### src/rtl/bf16_add_pkg.sv
`timescale 1ns/1ps
package bf16_add_pkg;
  localparam int EXP_W  = 8;
  localparam int MAN_W  = 7;
  localparam int SIG_W  = MAN_W + 1;
  localparam int WORD_W = 1 + EXP_W + MAN_W;
  localparam int EXPR_W = EXP_W + 2;

  localparam logic [EXP_W-1:0] EXP_ALL1 = {EXP_W{1'b1}};
  localparam logic [EXP_W-1:0] EXP_SAT  = EXP_ALL1 - EXP_W'(1);

  typedef struct packed {
    logic             sgn;
    logic [EXP_W-1:0] exp;
    logic [MAN_W-1:0] man;
  } bf16_t;

  typedef struct packed {
    logic             sgn;
    logic             zero;
    logic [EXP_W-1:0] exp;
    logic [SIG_W-1:0] sig;
  } opnd_t;
endpackage

### src/rtl/bf16_operand_sort.sv
`timescale 1ns/1ps
module bf16_operand_sort
  import bf16_add_pkg::*;
(
  input  bf16_t            op_a_i,
  input  bf16_t            op_b_i,
  input  logic             sub_i,
  output opnd_t            big_o,
  output logic             small_sgn_o,
  output logic             small_zero_o,
  output logic [SIG_W-1:0] small_sig_o,
  output logic [EXP_W-1:0] shamt_o,
  output logic             eff_sub_o
);
  opnd_t ua, ub, sm;
  logic [EXP_W+MAN_W-1:0] key_a, key_b;
  logic swap;

  always_comb begin
    // unpack; a zero exponent field means zero regardless of fraction
    ua.sgn  = op_a_i.sgn;
    ua.zero = (op_a_i.exp == '0);
    ua.exp  = op_a_i.exp;
    ua.sig  = ua.zero ? '0 : {1'b1, op_a_i.man};
    ub.sgn  = op_b_i.sgn ^ sub_i;
    ub.zero = (op_b_i.exp == '0);
    ub.exp  = op_b_i.exp;
    ub.sig  = ub.zero ? '0 : {1'b1, op_b_i.man};

    // magnitude keys: exponent then fraction, zero maps to smallest
    key_a = ua.zero ? '0 : {op_a_i.exp, op_a_i.man};
    key_b = ub.zero ? '0 : {op_b_i.exp, op_b_i.man};
    swap  = (key_b > key_a);

    big_o = swap ? ub : ua;
    sm    = swap ? ua : ub;

    small_sgn_o  = sm.sgn;
    small_zero_o = sm.zero;
    small_sig_o  = sm.sig;
    shamt_o      = big_o.exp - sm.exp;
    eff_sub_o    = big_o.sgn ^ sm.sgn;
  end
endmodule

### src/rtl/bf16_far_path.sv
`timescale 1ns/1ps
module bf16_far_path
  import bf16_add_pkg::*;
#(
  parameter int GRD_W = 3   // guard positions below the significand, at least 2
) (
  input  logic                     [SIG_W-1:0]  big_sig_i,
  input  logic                     [SIG_W-1:0]  small_sig_i,
  input  logic                     [EXP_W-1:0]  big_exp_i,
  input  logic                     [EXP_W-1:0]  shamt_i,
  input  logic                                  eff_sub_i,
  output logic                     [MAN_W-1:0]  man_o,
  output logic signed              [EXPR_W-1:0] exp_o
);
  localparam int XW = SIG_W + GRD_W;
  localparam logic signed [EXPR_W-1:0] ONE = EXPR_W'(1);

  logic [XW-1:0] big_x, small_x, aligned, lost_mask;
  logic          sticky;
  logic [XW:0]   raw;
  logic signed [EXPR_W-1:0] exp_base;
  logic unused_far_lsbs;

  always_comb begin
    big_x   = {big_sig_i,   {GRD_W{1'b0}}};
    small_x = {small_sig_i, {GRD_W{1'b0}}};

    // right alignment, bits pushed out collapse into one sticky flag
    if (shamt_i >= EXP_W'(XW)) begin
      aligned   = '0;
      lost_mask = '1;
    end else begin
      aligned   = small_x >> shamt_i;
      lost_mask = ~({XW{1'b1}} << shamt_i);
    end
    sticky = |(small_x & lost_mask);

    // subtracting the sticky keeps truncation exact toward zero
    if (eff_sub_i) raw = {1'b0, big_x} - {1'b0, aligned} - {{XW{1'b0}}, sticky};
    else           raw = {1'b0, big_x} + {1'b0, aligned};

    exp_base = $signed({2'b00, big_exp_i});
    if (raw[XW]) begin
      man_o = raw[XW-1 -: MAN_W];
      exp_o = exp_base + ONE;
    end else if (raw[XW-1]) begin
      man_o = raw[XW-2 -: MAN_W];
      exp_o = exp_base;
    end else begin
      man_o = raw[XW-3 -: MAN_W];
      exp_o = exp_base - ONE;
    end
  end

  assign unused_far_lsbs = ^raw[GRD_W-2:0];
endmodule

### src/rtl/bf16_close_path.sv
`timescale 1ns/1ps
module bf16_close_path
  import bf16_add_pkg::*;
(
  input  logic                [SIG_W-1:0]  big_sig_i,
  input  logic                [SIG_W-1:0]  small_sig_i,
  input  logic                [EXP_W-1:0]  big_exp_i,
  input  logic                             one_apart_i,
  output logic                [MAN_W-1:0]  man_o,
  output logic signed         [EXPR_W-1:0] exp_o,
  output logic                             cancel_o
);
  localparam int DW   = SIG_W + 1;
  localparam int LZ_W = $clog2(DW + 1);

  logic [DW-1:0]   lhs, rhs, dif, norm;
  logic [LZ_W-1:0] lz;
  logic unused_close_bits;

  always_comb begin
    lhs = {big_sig_i, 1'b0};
    rhs = one_apart_i ? {1'b0, small_sig_i} : {small_sig_i, 1'b0};
    dif = lhs - rhs;

    // flat priority encode: highest set bit wins, no tree
    lz = LZ_W'(DW);
    for (int i = 0; i < DW; i++) begin
      if (dif[i]) lz = LZ_W'(DW - 1 - i);
    end

    norm     = dif << lz;
    man_o    = norm[DW-2 -: MAN_W];
    exp_o    = $signed({2'b00, big_exp_i}) - $signed({{(EXPR_W-LZ_W){1'b0}}, lz});
    cancel_o = (dif == '0);
  end

  assign unused_close_bits = norm[DW-1] ^ norm[0];
endmodule

### src/rtl/bf16_result_pack.sv
`timescale 1ns/1ps
module bf16_result_pack
  import bf16_add_pkg::*;
(
  input  logic                    big_sgn_i,
  input  logic                    big_zero_i,
  input  logic        [EXP_W-1:0] big_exp_i,
  input  logic        [MAN_W-1:0] big_man_i,
  input  logic                    small_sgn_i,
  input  logic                    small_zero_i,
  input  logic                    use_close_i,
  input  logic        [MAN_W-1:0] far_man_i,
  input  logic signed [EXPR_W-1:0] far_exp_i,
  input  logic        [MAN_W-1:0] close_man_i,
  input  logic signed [EXPR_W-1:0] close_exp_i,
  input  logic                    close_cancel_i,
  output bf16_t                   res_o
);
  localparam logic signed [EXPR_W-1:0] EXP_LO = EXPR_W'(1);
  localparam logic signed [EXPR_W-1:0] EXP_HI = $signed({2'b00, EXP_SAT});

  logic                     res_sgn, force_zero;
  logic [MAN_W-1:0]         man_sel;
  logic signed [EXPR_W-1:0] exp_sel;

  always_comb begin
    res_sgn    = big_sgn_i;
    force_zero = 1'b0;
    man_sel    = far_man_i;
    exp_sel    = far_exp_i;
    if (big_zero_i) begin
      force_zero = 1'b1;
      res_sgn    = big_sgn_i & small_sgn_i;
    end else if (small_zero_i) begin
      man_sel = big_man_i;
      exp_sel = $signed({2'b00, big_exp_i});
    end else if (use_close_i) begin
      if (close_cancel_i) begin
        force_zero = 1'b1;
        res_sgn    = 1'b0;
      end else begin
        man_sel = close_man_i;
        exp_sel = close_exp_i;
      end
    end

    res_o.sgn = res_sgn;
    if (force_zero || (exp_sel < EXP_LO)) begin
      res_o.exp = '0;
      res_o.man = '0;
    end else if (exp_sel > EXP_HI) begin
      res_o.exp = EXP_SAT;
      res_o.man = '1;
    end else begin
      res_o.exp = exp_sel[EXP_W-1:0];
      res_o.man = man_sel;
    end
  end
endmodule

### src/rtl/bf16_dual_path_adder.sv
`timescale 1ns/1ps
module bf16_dual_path_adder
  import bf16_add_pkg::*;
#(
  parameter int GRD_W = 3
) (
  input  logic              clk,
  input  logic              rst_n,
  input  logic [WORD_W-1:0] opa,
  input  logic [WORD_W-1:0] opb,
  input  logic              sub,
  output logic [WORD_W-1:0] sum
);
  // reset: asserted asynchronously, released through two flops
  logic [1:0] rst_pipe;
  logic       rst_q_n;

  always_ff @(posedge clk or negedge rst_n) begin
    if (!rst_n) rst_pipe <= 2'b00;
    else        rst_pipe <= {rst_pipe[0], 1'b1};
  end
  assign rst_q_n = rst_pipe[1];

  opnd_t                    big;
  logic                     small_sgn, small_zero, eff_sub, use_close;
  logic [SIG_W-1:0]         small_sig;
  logic [EXP_W-1:0]         shamt;
  logic [MAN_W-1:0]         far_man, close_man;
  logic signed [EXPR_W-1:0] far_exp, close_exp;
  logic                     close_cancel;
  bf16_t                    sum_d;
  logic [WORD_W-1:0]        sum_q;

  bf16_operand_sort u_sort (
    .op_a_i       (opa),
    .op_b_i       (opb),
    .sub_i        (sub),
    .big_o        (big),
    .small_sgn_o  (small_sgn),
    .small_zero_o (small_zero),
    .small_sig_o  (small_sig),
    .shamt_o      (shamt),
    .eff_sub_o    (eff_sub)
  );

  assign use_close = eff_sub && (shamt <= EXP_W'(1));

  bf16_far_path #(.GRD_W(GRD_W)) u_far (
    .big_sig_i   (big.sig),
    .small_sig_i (small_sig),
    .big_exp_i   (big.exp),
    .shamt_i     (shamt),
    .eff_sub_i   (eff_sub),
    .man_o       (far_man),
    .exp_o       (far_exp)
  );

  bf16_close_path u_close (
    .big_sig_i   (big.sig),
    .small_sig_i (small_sig),
    .big_exp_i   (big.exp),
    .one_apart_i (shamt[0]),
    .man_o       (close_man),
    .exp_o       (close_exp),
    .cancel_o    (close_cancel)
  );

  bf16_result_pack u_pack (
    .big_sgn_i      (big.sgn),
    .big_zero_i     (big.zero),
    .big_exp_i      (big.exp),
    .big_man_i      (big.sig[MAN_W-1:0]),
    .small_sgn_i    (small_sgn),
    .small_zero_i   (small_zero),
    .use_close_i    (use_close),
    .far_man_i      (far_man),
    .far_exp_i      (far_exp),
    .close_man_i    (close_man),
    .close_exp_i    (close_exp),
    .close_cancel_i (close_cancel),
    .res_o          (sum_d)
  );

  always_ff @(posedge clk or negedge rst_q_n) begin
    if (!rst_q_n) sum_q <= '0;
    else          sum_q <= sum_d;
  end

  assign sum = sum_q;
endmodule

### config.mk
export PLATFORM = sky130hd
export DESIGN_NAME = bf16_dual_path_adder
export DESIGN_NICKNAME = d
export VERILOG_FILES = /design/src/rtl/bf16_add_pkg.sv /design/src/rtl/bf16_operand_sort.sv /design/src/rtl/bf16_far_path.sv /design/src/rtl/bf16_close_path.sv /design/src/rtl/bf16_result_pack.sv /design/src/rtl/bf16_dual_path_adder.sv
export SDC_FILE = /design/constraint.sdc
export NUM_CORES = 1
export LEC_CHECK = 0
export BUFFER_PORTS_ARGS = -buffer_cell sky130_fd_sc_hd__buf_2
export CAP_MARGIN = 5
export CORE_UTILIZATION = 40
export CTS_CLUSTER_SIZE = 30
export DETAILED_ROUTE_END_ITERATION = 10
export PLACE_DENSITY = 0.53
export SYNTH_ARGS = -nofsm -noshare
export SYNTH_HDL_FRONTEND = slang
export SYNTH_SLANG_ARGS = --single-unit
### constraint.sdc
create_clock -name clk -period 1.5 [get_ports clk]
set_input_delay 0.075 -clock clk [delete_from_list [all_inputs] [get_ports clk]]
set_output_delay 0.075 -clock clk [all_outputs]
set_load 0.05 [all_outputs]
==> results of run 1 <==
==> report_power, final <==
group / leakage [nW] / internal (mW) / switching, mW
registers: 0.213 / 0.660 / 0.0451
clock network: 0.0370 / 0.350 / 0.162
logic: 4.58 / 4.57 / 5.02
==> what timing repair did <==
item                                    in CTS  in global routing
endpoints found under the setup margin      16                 16
buffers inserted                            39                 12
cloned                                       3                  0
resized for setup                           81                 35
pin swaps                                   60                 13
endpoints found under the hold margin        2                  0
hold buffers                                 1                  0
==> cell type report <==
class | count | area share (%)
Timing Repair Buffer | 450 | 32.6
Inverter | 59 | 2.17
Multi-Input combinational cell | 749 | 58.0
Sequential cell | 18 | 4.33
Clock buffer | 3 | 0.722
Tap cell | 184 | 2.22
==> Yosys cell counts, types with 10 or more instances <==
master	number
a31oi_1	11
xor2_1	11
o21ai_1	10
a21o_1	12
nor4_1	11
nor3_1	24
mux2i_1	28
o211ai_1	16
nand3_1	24
nor2_1	81
ha_1	58
xnor2_1	18
o21ai_0	59
or3_1	12
clkbuf_1	27
nand2b_1	14
inv_1	57
a211oi_1	11
buf_2	10
nand2_1	102
dfrtp_1	18
a21oi_1	71
==> state kept, by name, summed over array words and instances (netlist names) <==
| signal | count |
|---|---|
| sum | 16 |
| rst_pipe | 2 |
==> critical path: cells and delay by family <==
family	cells	cell delay [ps]
AOI/OAI and AO/OA	14	2800
adders and majority gates	5	1350
buffers and inverters	2	260
muxes	3	640
and+or+nand+nor	11	3010
==> stage by stage <==
| step | setup WS (ps) | util, % | power (mW) |
|---|---|---|---|
| floorplan | -6470 | - | 5.61 |
| global placement | -6830 | 64.2 | 9.11 |
| detailed placement | -7010 | 64.2 | 9.27 |
| CTS | -6330 | 69.7 | 10.5 |
| global route | -6720 | 71.5 | 11.5 |
| finish | -6490 | 71.5 | 10.8 |
==> how the worst max path moves through the flow <==
| stage | slack [ps] | endpoint | cells past startpoint | from |
|---|---|---|---|---|
| 5_1_grt | -6720 | sum[1] | 37 | opa[10] |
| 6_report | -6490 | sum[4] | 35 | opb[9] |
| 2_1_floorplan | -6470 | sum[7] | 37 | opb[12] |
| 3_3_place_gp | -6830 | sum[4] | 37 | opb[10] |
| 3_5_place_dp | -7010 | sum[2] | 37 | opb[10] |
| 4_1_cts | -6330 | sum[4] | 36 | opb[13] |
==> routing by layer <==
layer  up-vias  global-route usage (%)  wire, um
li1       4026                       -         -
met1      3968                    43.3     11300
met2       289                    56.8     12200
met3        46                    1.81      1210
met4         0                    8.93       631
met5         -                       0         0
==> logic make-up after synthesis <==
kind of cell	synth area share [%]
AND/OR/NAND/NOR	27.5
AO/OA/AOI/OAI	33.1
buffers and inverters	7.31
adder cells (fa/ha/maj)	13.8
multiplexers	6.07
XOR/XNOR	4.52
flip-flops	7.54
other	0.0628
==> impl_metrics.yaml, run 1 <==
outcome:
  status: "complete, but fails checks"
  violations: "setup timing"
drt:
  postRouteAntennaNets: 0
  vias: 8329
  first_iter_violations: 606
  wire_per_inst_um: 17.3
  routed_wl_um: 25400
  drc_errors: 0
  dr.pass1.iters: 5
  vias_per_cell: 5.69
sta:
  fmax_mhz: 125
  slew_viol_final: 0
  setup_viol: 16
  fin_ws_ps: -6490
  tightest_slew_ps: 603
  rsz0062_at_grt: "yes"
  clock_skew_ps: 1.96
  hold_viol: 0
  max_slew_margin_pct: 59.8
  setup_tns_ps: -97600
  post-route-period-util_pct: 532
  holdWs_ps: 150
  fin_crit_ps: 7990
critical_path:
  critPathSlowestCell: "or4_4"
  cp.arrival_ps: 8160
  rrSetupSlack_ps: 860
  max_stage_delay_ps: 550
  rr_endpoint: "sum[10]"
  crit_type: "in2reg"
  path_max_fanout: 7
  r2r-start: "rst_pipe[1]"
  startpoint_type: "primary input"
  reg2reg_depth: 0
  cp.required_ps: 1670
  cp-end-kind: "flip-flop"
  crit_path_frequent_cell: "ha_4"
global_routing:
  antenna_found_initial: 0
  grt_max_degree: 17
  grt_pass1_vias: 8357
  grt_overflow: 0
  grt_pass1_wl_um: 41600
  grt.total_usage_pct: 32.6
placed_design:
  hpwlAfterDp_um: 20500
  numPortBuffers: 50
  place.gp.congestion: 0.995
  dpl_cell_area_sq_um: 9330
  dpl.cell_count: 1408
synth:
  synth_nets: 966
  yosysSeqAreaShare_pct: 7.54
  synthFlopType: "dfrtp_1"
  syn-cell-area_sq_um: 5970
  synth_seq_cells: 18
  syn_avg_cell_area_sq_um: 6.87
  synthDistinctLibCells: 98
  synth_top_area_share_pct: 12.1
  synth_edf_count: 0
  synth_warnings: 0
  ys_top_cells_by_area: "ha_1, dfrtp_1, nand2_1"
  async_flop_share_pct: 100
  yosys.area.top_type: "ha_1"
  synthCells: 870
cells_and_area:
  syn2layout_area_growth_pct: 74.0
  nNetsFinal: 1377
  num-fill-cells: 1164
  design_area_sq_um: 10400
  final_cells: 1463
  drive_gt1_share_pct: 48.9
  layout_common_cells: "buf_4, nand2_1, nor2_1"
  antennaDiodeCount: 0
  regArea_sq_um: 450
  multi_input_area_sq_um: 6030
  final_common_cell: "buf_4"
floorplan:
  die_w_um: 124
  start_util_pct: 41.1
  die_h_um: 124
  io_pins: 51
  die-area_sq_um: 15400
  rows: 44
  core_sq_um: 14500
cts:
  root_buffer: "clkbuf_16"
  path_clk_slew_ps: 50
  clock_latency_ps: 250
  h-tree-depth: 1
  cts_inserted_buffers: 3
  cts_tree: "built"
  cts_buffer_depth: 2
  cts_sinks: 18
pwr:
  powerDensity_nw_per_um2: 1040
  peakVddDrop_v: 0.00116
  power.leakage_nw: 4.83
worst_hold_path:
  min_path_type: "in2async"
flow_run:
  max-cap-violations: 0
(Power assumes the default switching activity.)
==> inputs of run 2 (changes only) <==
Settings changed: CORE_ASPECT_RATIO set to 1.75.
==> run 2 against run 1 <==
Net effect: the run still ends with setup timing left; total power up 2.5%; clock power up 20%; sequential cell count unchanged; clock skew up 0.95 ps; first-iteration DRC count down 38%; global-route usage up 3.4 points; critical endpoint is now sum[3].
==> impl_metrics.yaml, run 2 (synthesized netlist as in run 1, its figures left out) <==
pwr:
  switching_share_pct: 48.6
  power_frac_seq_pct: 6.5
  power.switching_mw: 5.38
  p_comb_share_pct: 88.0
  power.leakage_nw: 4.84
  powerDensity_nw_per_um2: 1050
  p_clk_share_pct: 5.5
  intPower_mw: 5.70
  peakVddDrop_v: 0.000571
global_routing:
  grt_max_degree: 21
  antenna_found_initial: 1
  grt_pass1_wl_um: 43100
  top_usage_layer: "met2"
  grt_pass1_vias: 8693
  met3_usage_pct: 2.14
  grt.total_usage_pct: 36.1
  use_met1_pct: 33.1
  grt_overflow: 0
  grtUsageMet2_pct: 71.8
floorplan:
  core_sq_um: 14400
  die_w_um: 94.4
  die_h_um: 164
  rows: 58
  die-area_sq_um: 15400
  io_pins: 51
  start_util_pct: 41.4
cts:
  path_clk_slew_ps: 50
  h-tree-depth: 1
  cts_buffer_depth: 2
  clock_latency_ps: 260
  cts_sinks: 18
  cts_inserted_buffers: 3
  cts_tree: "built"
  root_buffer: "clkbuf_16"
critical_path:
  rrSetupSlack_ps: 790
  path_max_fanout: 7
  crit_path_frequent_cell: "ha_4"
  crit_path_end: "sum[3]"
  path_depth: 37
  startpoint_type: "primary input"
  max_stage_delay_ps: 550
  path_buf_inv: 3
  rr_endpoint: "sum[0]"
  cp.arrival_ps: 8100
  crit_type: "in2reg"
  r2r-start: "rst_pipe[1]"
  cp-end-kind: "flip-flop"
  cp_top_family: "simple AND/OR/NAND/NOR gates"
  critPathSlowestCell: "or4_4"
  crit_start: "opb[8]"
  reg2reg_depth: 0
  cp.required_ps: 1680
drt:
  vias_per_cell: 5.75
  wire_per_inst_um: 19.3
  drc_errors: 0
  routed_wl_um: 28000
  dr.pass1.iters: 5
  postRouteAntennaNets: 0
  vias: 8348
  first_iter_violations: 373
flow_run:
  max-cap-violations: 0
sta:
  fin_ws_ps: -6410
  fmax_mhz: 126
  holdWs_ps: 133
  fin_crit_ps: 7910
  tightest_slew_ps: 674
  max_slew_margin_pct: 55.1
  clock_skew_ps: 2.91
  hold_viol: 0
  setup_viol: 16
  post-route-period-util_pct: 528
  rsz0062_at_grt: "yes"
  slew_viol_final: 0
cells_and_area:
  largest_reg_flops: 16
  drive_gt1_share_pct: 50.6
  nNetsFinal: 1370
  layout_common_cells: "buf_4, nand2_1, nor2_1"
  final_cells: 1453
  num-fill-cells: 1151
  final_common_cell: "buf_4"
  antennaDiodeCount: 0
  syn2layout_area_growth_pct: 76.5
placed_design:
  dp_slack_ps: -7160
  dpl.cell_count: 1402
  hpwlAfterDp_um: 22800
  numPortBuffers: 50
  place.gp.congestion: 0.964
worst_hold_path:
  min_path_type: "in2async"
outcome:
  violations: "setup timing"
  status: "complete, but fails checks"
==> run 2: changes by cell type in the layout (fill, tap and decap cells not counted), sizes merged <==
| cell | delta |
|---|---|
| clkbuf | +2 |
| buf | -9 |
| bufbuf | +1 |
==> run 2: through the flow <==
step | total power [mW] | TNS (ps) | util [%] | cell area (sq um)
final | 11.1 | -98860 | 73.0 | 10500
after CTS | 10.5 | -93190 | 70.1 | 10100
after floorplan | 5.61 | -95310 | - | 6480
after global placement | 9.18 | -103210 | 64.3 | 9290
after global routing | 11.8 | -104030 | 73.0 | 10500
after detailed placement | 9.32 | -107790 | 64.3 | 9290
==> run 2: power groups by stage <==
stage | Sequential [mW] | Combinational [mW] | Clock, mW
after global routing | 0.747 | 10.4 | 0.640
after CTS | 0.725 | 9.21 | 0.612
final | 0.720 | 9.75 | 0.613
after detailed placement | 0.728 | 8.59 | 0
after global placement | 0.728 | 8.45 | 0
after floorplan | 1.33 | 4.27 | 0
==> run 2: layout make-up <==
cell class	count	area (sq um)	share of cell area, %
clock buffer	4	88.8	0.842
inverter	59	223	2.11
multi-input combinational	749	6190	58.7
sequential	18	450	4.27
tap	180	225	2.14
timing repair buffer	443	3370	31.9
==> run 2: worst min-delay path by stage <==
stage | end | slack (ps)
2_1_floorplan | rst_pipe[0] | -220
3_3_place_gp | rst_pipe[1] | -140
3_5_place_dp | rst_pipe[0] | -140
4_1_cts | rst_pipe[1] | 140
5_1_grt | rst_pipe[1] | 160
6_report | rst_pipe[1] | 130
==> run 2: repair_timing <==
item,in CTS,in global routing
resized for setup,113,48
setup buffers,23,23
endpoints found under the hold margin,2,0
hold buffers,1,0
pin swaps,62,16
setup endpoints to repair,16,16
gates cloned,2,1
==> run 2: layer usage <==
metal | part of all wire (%) | wire length [um] | vias up
met5 | 0 | 0 | -
met4 | 8.3 | 2340 | 0
met3 | 3.5 | 968 | 138
met2 | 55 | 15300 | 292
met1 | 34 | 9420 | 3910
li1 | - | - | 4008
==> inputs of run 3 (changes only) <==
Settings changed: SETUP_SLACK_MARGIN set to 0.2.
==> run 3 against run 2 <==
Net effect: the run still ends with setup timing left; count of clock-buffer cells in the layout unchanged; clock skew about the same; combinational power about the same; hold slack better by 1.3 ps; register-to-register slack about the same; largest cell class unchanged; sequential share of layout area about the same; sequential power up 1%; critical endpoint unchanged; final cell count up 0.34%.
==> impl_metrics.yaml, run 3 (synthesized netlist as in run 1, its figures left out) <==
pwr:
  p_comb_share_pct: 88.2
  powerDensity_nw_per_um2: 1070
  peakVddDrop_v: 0.000745
  power.leakage_nw: 4.89
  power.switching_mw: 5.53
  switching_share_pct: 48.7
  p_clk_share_pct: 5.4
  intPower_mw: 5.83
  power_frac_seq_pct: 6.4
sta:
  rsz0062_at_grt: "yes"
  post-route-period-util_pct: 527
  setup_tns_ps: -96880
  setup_viol: 16
  fmax_mhz: 127
  hold_viol: 0
  fin_crit_ps: 7900
  slew_viol_final: 0
  holdWs_ps: 135
  tightest_slew_ps: 671
  clock_skew_ps: 2.94
  max_slew_margin_pct: 55.3
  fin_ws_ps: -6400
global_routing:
  grt_pass1_wl_um: 45200
  grt_overflow: 0
  grt_max_degree: 21
  antenna_found_initial: 1
  grt_pass1_vias: 8815
  grt.total_usage_pct: 38.1
cells_and_area:
  drive_gt1_share_pct: 50.9
  finish.utilization_pct: 73.8
  layout_common_cells: "buf_4, nand2_1, nor2_1"
  largest_reg_flops: 16
  nNetsFinal: 1375
  antennaDiodeCount: 0
  final_cells: 1458
  design_area_sq_um: 10700
  syn2layout_area_growth_pct: 78.3
  num-fill-cells: 1145
  final_common_cell: "buf_4"
placed_design:
  dpl.cell_count: 1402
  dpl_cell_area_sq_um: 9290
  place.gp.congestion: 0.964
  hpwlAfterDp_um: 22800
  numPortBuffers: 50
critical_path:
  crit_path_frequent_cell: "ha_4"
  rr_endpoint: "sum[0]"
  path_max_fanout: 7
  r2r-start: "rst_pipe[1]"
  reg2reg_depth: 0
  max_stage_delay_ps: 550
  path_buf_inv: 6
  cp_top_family: "simple AND/OR/NAND/NOR gates"
  crit_type: "in2reg"
  cp-end-kind: "flip-flop"
  cp.arrival_ps: 8080
  rrSetupSlack_ps: 800
  cp.required_ps: 1680
  critPathSlowestCell: "or4_4"
  startpoint_type: "primary input"
worst_hold_path:
  min_path_type: "in2async"
floorplan:
  io_pins: 51
  die_w_um: 94.4
  die-area_sq_um: 15400
  core_sq_um: 14400
  rows: 58
  die_h_um: 164
  start_util_pct: 41.4
drt:
  drc_errors: 0
  vias: 8476
  dr.pass1.iters: 5
  postRouteAntennaNets: 0
  vias_per_cell: 5.81
  wire_per_inst_um: 19.9
  first_iter_violations: 406
  routed_wl_um: 29000
cts:
  cts_tree: "built"
  cts_sinks: 18
  cts_inserted_buffers: 3
  cts_buffer_depth: 2
  h-tree-depth: 1
  root_buffer: "clkbuf_16"
  path_clk_slew_ps: 50
  clock_latency_ps: 260
outcome:
  violations: "setup timing"
  status: "complete, but fails checks"
flow_run:
  max-cap-violations: 0
-- run 3: cell count changes in the layout (fill, tap and decap cells not counted), sizes merged --
cell	delta
buf	+5
bufbuf	+1
clkbuf	-1
-- run 3: per-stage QoR --
step | setup WS, ps | power, mW
final | -6400 | 11.4
after global routing | -6680 | 12.1
after CTS | -6180 | 10.8
after detailed placement | -7160 | 9.32
after global placement | -6820 | 9.18
after floorplan | -6470 | 5.61
-- run 3: power by group through the flow --
stage / sequential, mW / clock (mW) / combinational [mW]
global placement: 0.728 / 0 / 8.45
global route: 0.756 / 0.643 / 10.7
detailed placement: 0.728 / 0 / 8.59
CTS: 0.725 / 0.612 / 9.49
finish: 0.727 / 0.611 / 10.0
floorplan: 1.33 / 0 / 4.27
-- run 3: repair_timing --
item                       in CTS  in global routing
gates cloned                    3                  0
resized for setup             132                 35
pin swaps                      69                 24
setup endpoints to repair      16                 16
hold endpoints to repair        2                  0
buffers inserted               33                 15
hold buffers                    1                  0
-- run 3: area by class of cell --
cell class	instances	area [sq um]	area share, %
Inverter	59	223	2.09
Clock buffer	4	88.8	0.834
Timing Repair Buffer	448	3410	32.0
Multi-Input combinational cell	749	6260	58.7
Tap cell	180	225	2.11
Sequential cell	18	450	4.23
-- run 3: worst max path at each step --
stage,startpoint,to,slack (ps),cells after the start
after floorplan,opb[12],sum[7],-6470,37
after global routing,opb[8],sum[3],-6680,43
after global placement,opb[12],sum[3],-6820,36
after detailed placement,opb[12],sum[4],-7160,40
after CTS,opb[8],sum[3],-6180,38
final,opb[8],sum[3],-6400,39
-- run 3: routing by layer --
layer,share of wire [%],vias to the layer above,GRT usage [%]
met4,8.7,2,29.9
met1,34,4009,35.5
met3,3.8,154,4.93
met2,54,294,72.1
li1,-,4017,-
met5,0.062,-,0
